--- src/rtl/ser_audio_pkg.sv ---
package ser_audio_pkg;

  // frame timing variants
  typedef enum logic {
    FMT_I2S = 1'b0,
    FMT_LJ  = 1'b1
  } fmt_e;

  localparam int SAMPLE_W_DEF = 24;
  localparam int SLOT_W_DEF   = 32;
  localparam int MCLK_DIV_DEF = 4;
  localparam int SYNC_DEF     = 2;

endpackage

--- src/rtl/ser_bclk_gen.sv ---
module ser_bclk_gen #(
  parameter int DIV    = 4,
  parameter int SLOT_W = 32
) (
  input  logic clk,
  input  logic rst,
  input  logic en,
  output logic bck,
  output logic ws,
  output logic tick,
  output logic ws_next
);

  localparam int CW = (DIV > 2) ? $clog2(DIV) : 1;
  localparam int SW = $clog2(SLOT_W);

  logic [CW-1:0] cnt, cnt_n;
  logic [SW-1:0] scnt;
  logic          ws_q;
  logic          bck_q;

  // tick marks the clk cycle at whose end the bit clock falls
  assign tick    = en && (cnt == CW'(DIV - 1));
  assign ws_next = (scnt == SW'(SLOT_W - 1)) ? ~ws_q : ws_q;
  assign cnt_n   = tick ? '0 : cnt + 1'b1;

  always_ff @(posedge clk) begin
    if (rst || !en) begin
      cnt   <= '0;
      bck_q <= 1'b0;
      scnt  <= SW'(SLOT_W - 1);
      ws_q  <= 1'b1;
    end else begin
      cnt   <= cnt_n;
      bck_q <= (cnt_n >= CW'(DIV / 2));
      if (tick) begin
        scnt <= (scnt == SW'(SLOT_W - 1)) ? '0 : scnt + 1'b1;
        ws_q <= ws_next;
      end
    end
  end

  assign bck = bck_q;
  assign ws  = ws_q;

  AST_WS_WITH_BCK_FALL: assert property (@(posedge clk) disable iff (rst || !en)
    !$stable(ws_q) |-> $fell(bck_q));
  AST_BCK_HIGH_TWO: assert property (@(posedge clk) disable iff (rst || !en)
    ((DIV >= 4) && $rose(bck_q)) |=> bck_q);

endmodule

--- src/rtl/ser_bclk_sync.sv ---
module ser_bclk_sync #(
  parameter int STAGES = 2
) (
  input  logic clk,
  input  logic rst,
  input  logic bck_i,
  input  logic ws_i,
  output logic tick,
  output logic ws_lvl
);

  logic [STAGES:0]   bsh;
  logic [STAGES-1:0] wsh;

  always_ff @(posedge clk) begin
    if (rst) begin
      bsh <= '0;
      wsh <= '1;
    end else begin
      bsh <= {bsh[STAGES-1:0], bck_i};
      wsh <= {wsh[STAGES-2:0], ws_i};
    end
  end

  // falling edge seen at the synchronizer output
  assign tick   = bsh[STAGES] & ~bsh[STAGES-1];
  assign ws_lvl = wsh[STAGES-1];

  AST_TICK_SINGLE: assert property (@(posedge clk) disable iff (rst)
    tick |=> !tick);

endmodule

--- src/rtl/ser_frame_tx.sv ---
module ser_frame_tx
  import ser_audio_pkg::*;
#(
  parameter int DATA_W = 24,
  parameter int SLOT_W = 32
) (
  input  logic              clk,
  input  logic              rst,
  input  logic              tick,
  input  logic              ws_lvl,
  input  fmt_e              fmt,
  input  logic              valid,
  input  logic [DATA_W-1:0] left,
  input  logic [DATA_W-1:0] right,
  output logic              ready,
  output logic              sdata
);

  localparam int IW = $clog2(SLOT_W);
  localparam int KW = $clog2(DATA_W);

  logic              hold_empty;
  logic [DATA_W-1:0] hold_l, hold_r;
  logic [DATA_W-1:0] cur_l, cur_r;
  logic [DATA_W-1:0] new_l, new_r, use_l, use_r, word;
  logic              ws_prev;
  logic [IW-1:0]     idx, idx_n;
  logic              sd_q, bit_n;
  logic              accept, load;

  assign accept = valid & hold_empty;
  assign load   = tick & ~ws_lvl & ws_prev;

  // held pair, else a pair arriving this cycle, else silence
  assign new_l = !hold_empty ? hold_l : (accept ? left  : '0);
  assign new_r = !hold_empty ? hold_r : (accept ? right : '0);
  assign use_l = load ? new_l : cur_l;
  assign use_r = load ? new_r : cur_r;
  assign word  = ws_lvl ? use_r : use_l;

  assign idx_n = (ws_lvl != ws_prev) ? '0 :
                 (idx == IW'(SLOT_W - 1)) ? idx : idx + 1'b1;

  always_comb begin
    int k;
    bit_n = 1'b0;
    if (fmt == FMT_LJ) k = DATA_W - 1 - int'(idx_n);
    else               k = DATA_W - int'(idx_n);
    if (k >= 0 && k < DATA_W) bit_n = word[KW'(k)];
  end

  always_ff @(posedge clk) begin
    if (rst) begin
      hold_empty <= 1'b1;
      hold_l     <= '0;
      hold_r     <= '0;
      cur_l      <= '0;
      cur_r      <= '0;
      ws_prev    <= 1'b1;
      idx        <= IW'(SLOT_W - 1);
      sd_q       <= 1'b0;
    end else begin
      if (load) begin
        hold_empty <= 1'b1;
      end else if (accept) begin
        hold_empty <= 1'b0;
        hold_l     <= left;
        hold_r     <= right;
      end
      if (tick) begin
        ws_prev <= ws_lvl;
        idx     <= idx_n;
        sd_q    <= bit_n;
        if (load) begin
          cur_l <= new_l;
          cur_r <= new_r;
        end
      end
    end
  end

  assign ready = hold_empty;
  assign sdata = sd_q;

  AST_SD_ON_TICK: assert property (@(posedge clk) disable iff (rst)
    !tick |=> $stable(sd_q));
  AST_READY_AFTER_LOAD: assert property (@(posedge clk) disable iff (rst)
    load |=> hold_empty);
  AST_HOLD_KEPT: assert property (@(posedge clk) disable iff (rst)
    (!hold_empty && !load) |=> (!hold_empty && $stable(hold_l) && $stable(hold_r)));

endmodule

--- src/rtl/ser_audio_tx.sv ---
module ser_audio_tx
  import ser_audio_pkg::*;
#(
  parameter int DATA_W   = SAMPLE_W_DEF,
  parameter int SLOT_W   = SLOT_W_DEF,
  parameter int MCLK_DIV = MCLK_DIV_DEF,
  parameter int SYNC_N   = SYNC_DEF
) (
  input  logic              clk,
  input  logic              rst,
  input  logic              master_mode,
  input  logic              fmt_sel,
  input  logic              smp_valid,
  input  logic [DATA_W-1:0] smp_left,
  input  logic [DATA_W-1:0] smp_right,
  output logic              smp_ready,
  input  logic              bck_in,
  input  logic              ws_in,
  output logic              bck_out,
  output logic              ws_out,
  output logic              sdata
);

  logic m_tick, m_wsn, s_tick, s_ws;
  logic f_tick, f_ws;

  ser_bclk_gen #(.DIV(MCLK_DIV), .SLOT_W(SLOT_W)) u_gen (
    .clk     (clk),
    .rst     (rst),
    .en      (master_mode),
    .bck     (bck_out),
    .ws      (ws_out),
    .tick    (m_tick),
    .ws_next (m_wsn)
  );

  ser_bclk_sync #(.STAGES(SYNC_N)) u_sync (
    .clk    (clk),
    .rst    (rst),
    .bck_i  (bck_in),
    .ws_i   (ws_in),
    .tick   (s_tick),
    .ws_lvl (s_ws)
  );

  assign f_tick = master_mode ? m_tick : s_tick;
  assign f_ws   = master_mode ? m_wsn  : s_ws;

  ser_frame_tx #(.DATA_W(DATA_W), .SLOT_W(SLOT_W)) u_frame (
    .clk    (clk),
    .rst    (rst),
    .tick   (f_tick),
    .ws_lvl (f_ws),
    .fmt    (fmt_e'(fmt_sel)),
    .valid  (smp_valid),
    .left   (smp_left),
    .right  (smp_right),
    .ready  (smp_ready),
    .sdata  (sdata)
  );

endmodule

--- config.mk ---
export PLATFORM = sky130hd
export DESIGN_NAME = ser_audio_tx
export DESIGN_NICKNAME = d
export VERILOG_FILES = /design/src/rtl/ser_audio_pkg.sv /design/src/rtl/ser_bclk_gen.sv /design/src/rtl/ser_bclk_sync.sv /design/src/rtl/ser_frame_tx.sv /design/src/rtl/ser_audio_tx.sv
export SDC_FILE = /design/constraint.sdc
export NUM_CORES = 1
export LEC_CHECK = 0
export CAP_MARGIN = 30
export CORE_UTILIZATION = 40
export CTS_BUF_LIST = sky130_fd_sc_hd__clkbuf_4
export DETAILED_ROUTE_END_ITERATION = 12
export GPL_TIMING_DRIVEN = 0
export SLEW_MARGIN = 20
export SYNTH_ARGS = -nofsm -noshare
export SYNTH_HDL_FRONTEND = slang
export SYNTH_SLANG_ARGS = --single-unit
--- constraint.sdc ---
create_clock -name clk -period 7.1 [get_ports clk]
set_input_delay 1.42 -clock clk [delete_from_list [all_inputs] [get_ports clk]]
set_output_delay 1.42 -clock clk [all_outputs]
set_load 0.02 [all_outputs]
==> results by group <==
Floorplanning
  • Core area: 13900 µm²
  • Die area: around 15000 µm²
  • Die W: about 120 µm
  • Ports: a little under 60
  • Rows: 43
  • Starting density of the core: between 40% and 50%
  • Chip Height: 122 µm

Routing
  • WL final: 17300 µm
  • # DRC: 0
  • Routed vias: roughly 5700
  • Vias per cell: between 5 and 6
  • Pre-antenna DRT Iters: 4
  • Drt wl/cell: approximately 17 µm
  • Initial drt markers: 442
  • Routed Antenna Nets: 0

Setup path
  • Arr. time, crit path: 4880 ps
  • CP required: between 7000 and 8000 ps
  • CP Cell Sequence: clkdlybuf4s50_1 > buf_6 > and3_1 > a22oi_2 > buf_6 > buf_6 > buf_4 > a21oi_1 > a21oi_1 > mux2i_1 > a2111oi_0 > o211ai_1 > and3_1
  • CP max-delay cell: a2111oi_0
  • Crit Path Category: in -> reg
  • CP endpoint kind: flop
  • CP dominant cell by count: buf_6
  • CP max stage delay: about 860 ps
  • CP max FO: 10
  • Crit start category: primary input
  • R2r setup slk: 2980 ps

Global route
  • Total GRT Usage: roughly a quarter
  • Gr ovfl total: 0
  • Initial antenna violation count: 0
  • First-pass GRT wire length: 27600 µm
  • Largest net degree at the start of global routing: 17
  • Vias in the first global route: 5278

Power
  • Leakage: 2.34 nW
  • VDD IR max: 0.107 mV
  • P per Cell Area: 213 nW/µm²

Synthesis
  • Seq cells post-synth: around 120
  • Synth Net Count: between 700 and 800
  • Post-Syn Instances: between 700 and 800
  • Ys async rst share: 0%
  • Post-synth top cells: nand2_1, dfxtp_1, a21oi_1
  • Syn avg cell area: slightly below 8 µm²
  • Yosys top cell area share: 40.8%
  • Post-synth EDFFs: 0
  • Post-synth top area cell: dfxtp_1
  • Post-synthesis cell type count: 57
  • Register area share after synthesis: about two fifths
  • Largest cells by area after synthesis: dfxtp_1, nand2_1, a21oi_1, a311oi_1, nor2_1
  • Most used DFF post-synth: dfxtp_1
  • Most common cell in the synthesized netlist: nand2_1
  • Warnings from Yosys: 0
  • Cell area after synthesis: about 5700 µm²

Placed design
  • Placed insts: approximately 970
  • Post-DP Area: roughly 6500 µm²
  • Final Wtd Congestion: 0.893
  • Worst slack, placed: ~2200 ps
  • Port Buffer Count: 57
  • Final HPWL DP: around 13000 µm

Timing
  • Period minus WS final: roughly 4400 ps
  • Worst slew margin: roughly 36%
  • Setup violations, final: 0
  • RSZ-0062 raised after global routing: no
  • Hold Violations, Final: 0
  • Period utilisation layout: 62.3%
  • Setup Skew: between 15 and 20 ps
  • Max-slew violation count: 0
  • Slew of the pin with the lowest slew margin: 937 ps
  • Max Clock Freq: 226 MHz
  • Fin Setup TNS: 0 ps
  • Final worst slack: between 2000 and 3000 ps

Final layout
  • Final Cell Area: just under 7000 µm²
  • Diode count: 0
  • Area growth from synthesis to layout: 19.3%
  • Utilization after layout: between 40 and 50%
  • Fillers: around 1400
  • Layout Cells excl Fill: between 1000 and 1500
  • Share of cells above drive strength 1: under 10%
  • Fin nets: slightly below 900

Clock network
  • CTS max path bufs: 2
  • Post-CTS Setup Bufs: 0
  • CTS tree: done
  • Root buffer cell: clkbuf_4
  • Clock sink total: approximately 120
  • Hold_buf cts: 0
  • CTS resizes: 0
  • Clock latency on the worst-skew pair: 540 ps
  • H-tree levels: 4
  • Clk slew on worst S/H paths: 110 ps
  • Total CTS buffers: 17

Hold path
  • HP Class: reg -> reg

Job
  • Max-Cap Viols: 0

Run status
  • Status: finished, final reports clean
-- final timing paths --
kind / to / from / depth (start not counted)
setup / recovery: u_frame.sdata / master_mode / 13
hold / removal: u_sync.wsh[1] / u_sync.wsh[0] / 1
setup reg to reg: u_frame.sdata / u_gen.scnt[0] / 12
hold reg to reg: u_sync.wsh[1] / u_sync.wsh[0] / 1
-- critical path, delay by kind of cell --
family / cells / cell delay (ps)
AOI/OAI and AO/OA: 5 / 1760
buffers and inverters: 5 / 1140
and+or+nand+nor: 2 / 410
muxes: 1 / 120
-- through the flow --
stage / hold WS [ps] / total power, mW
floorplan: 389 / 0.840
global placement: 402 / 0.923
detailed placement: 406 / 0.928
CTS: 433 / 1.47
global route: 441 / 1.52
finish: 429 / 1.46
-- area by class of cell --
class | instances | area (µm²) | share of cell area, %
Clock inverter | 14 | 184 | 2.69
Multi-Input combinational cell | 549 | 3080 | 45.0
Inverter | 9 | 33.8 | 0.493
Sequential cell | 117 | 2340 | 34.2
Timing Repair Buffer | 57 | 571 | 8.33
Clock buffer | 17 | 128 | 1.86
Tap cell | 180 | 225 | 3.29
Buffer | 60 | 280 | 4.09
-- state kept, by name, indices dropped and copies added (netlist names) --
name,cells
u_frame.cur_l,24
u_frame.cur_r,24
u_frame.hold_l,24
u_frame.hold_r,24
u_frame.idx,5
u_gen.scnt,5
u_sync.bsh,3
u_sync.wsh,2
u_frame.ready,1
u_frame.sdata,1
u_frame.ws_prev,1
u_gen.bck,1
u_gen.cnt,1
u_gen.ws,1
-- routing by layer --
metal	track usage (%)	wire, µm	up-vias
met5	0	0	-
met4	11.6	588	0
met3	5.38	1080	35
met2	39.5	8040	188
met1	31.0	7590	2686
li1	-	-	2757
-- power by group --
part           switching [mW]  leakage, nW  internal, mW
registers              0.0110        0.952         0.677
logic                   0.138         1.22        0.0911
clock network           0.266        0.163         0.275
total                   0.415         2.34          1.04
-- cell usage in the layout (no fill, tap or decap), types with 8 or more instances in the layout --
master             n
a311oi_1          32
inv_1              9
a31oi_1           18
nand2b_1          17
nor2_1            62
buf_2             14
nand3_1           24
nor2b_1           36
o21ai_0           12
dfxtp_1          117
a21oi_1           76
mux2i_1            8
clkbuf_4          17
a211oi_1          11
clkbuf_1          33
nand2_1          136
clkdlybuf4s50_1   57
nor3_1            37
-- logic make-up after synthesis --
family                     share of synthesized area [%]
buffers and inverters                               5.47
muxes                                               1.79
AOI/OAI and AO/OA                                   21.3
DFF                                                 40.8
xor gates and xnor gates                            1.18
and+or+nand+nor                                     27.9
adders and majority gates                           1.53
(Power assumes the default switching activity.)
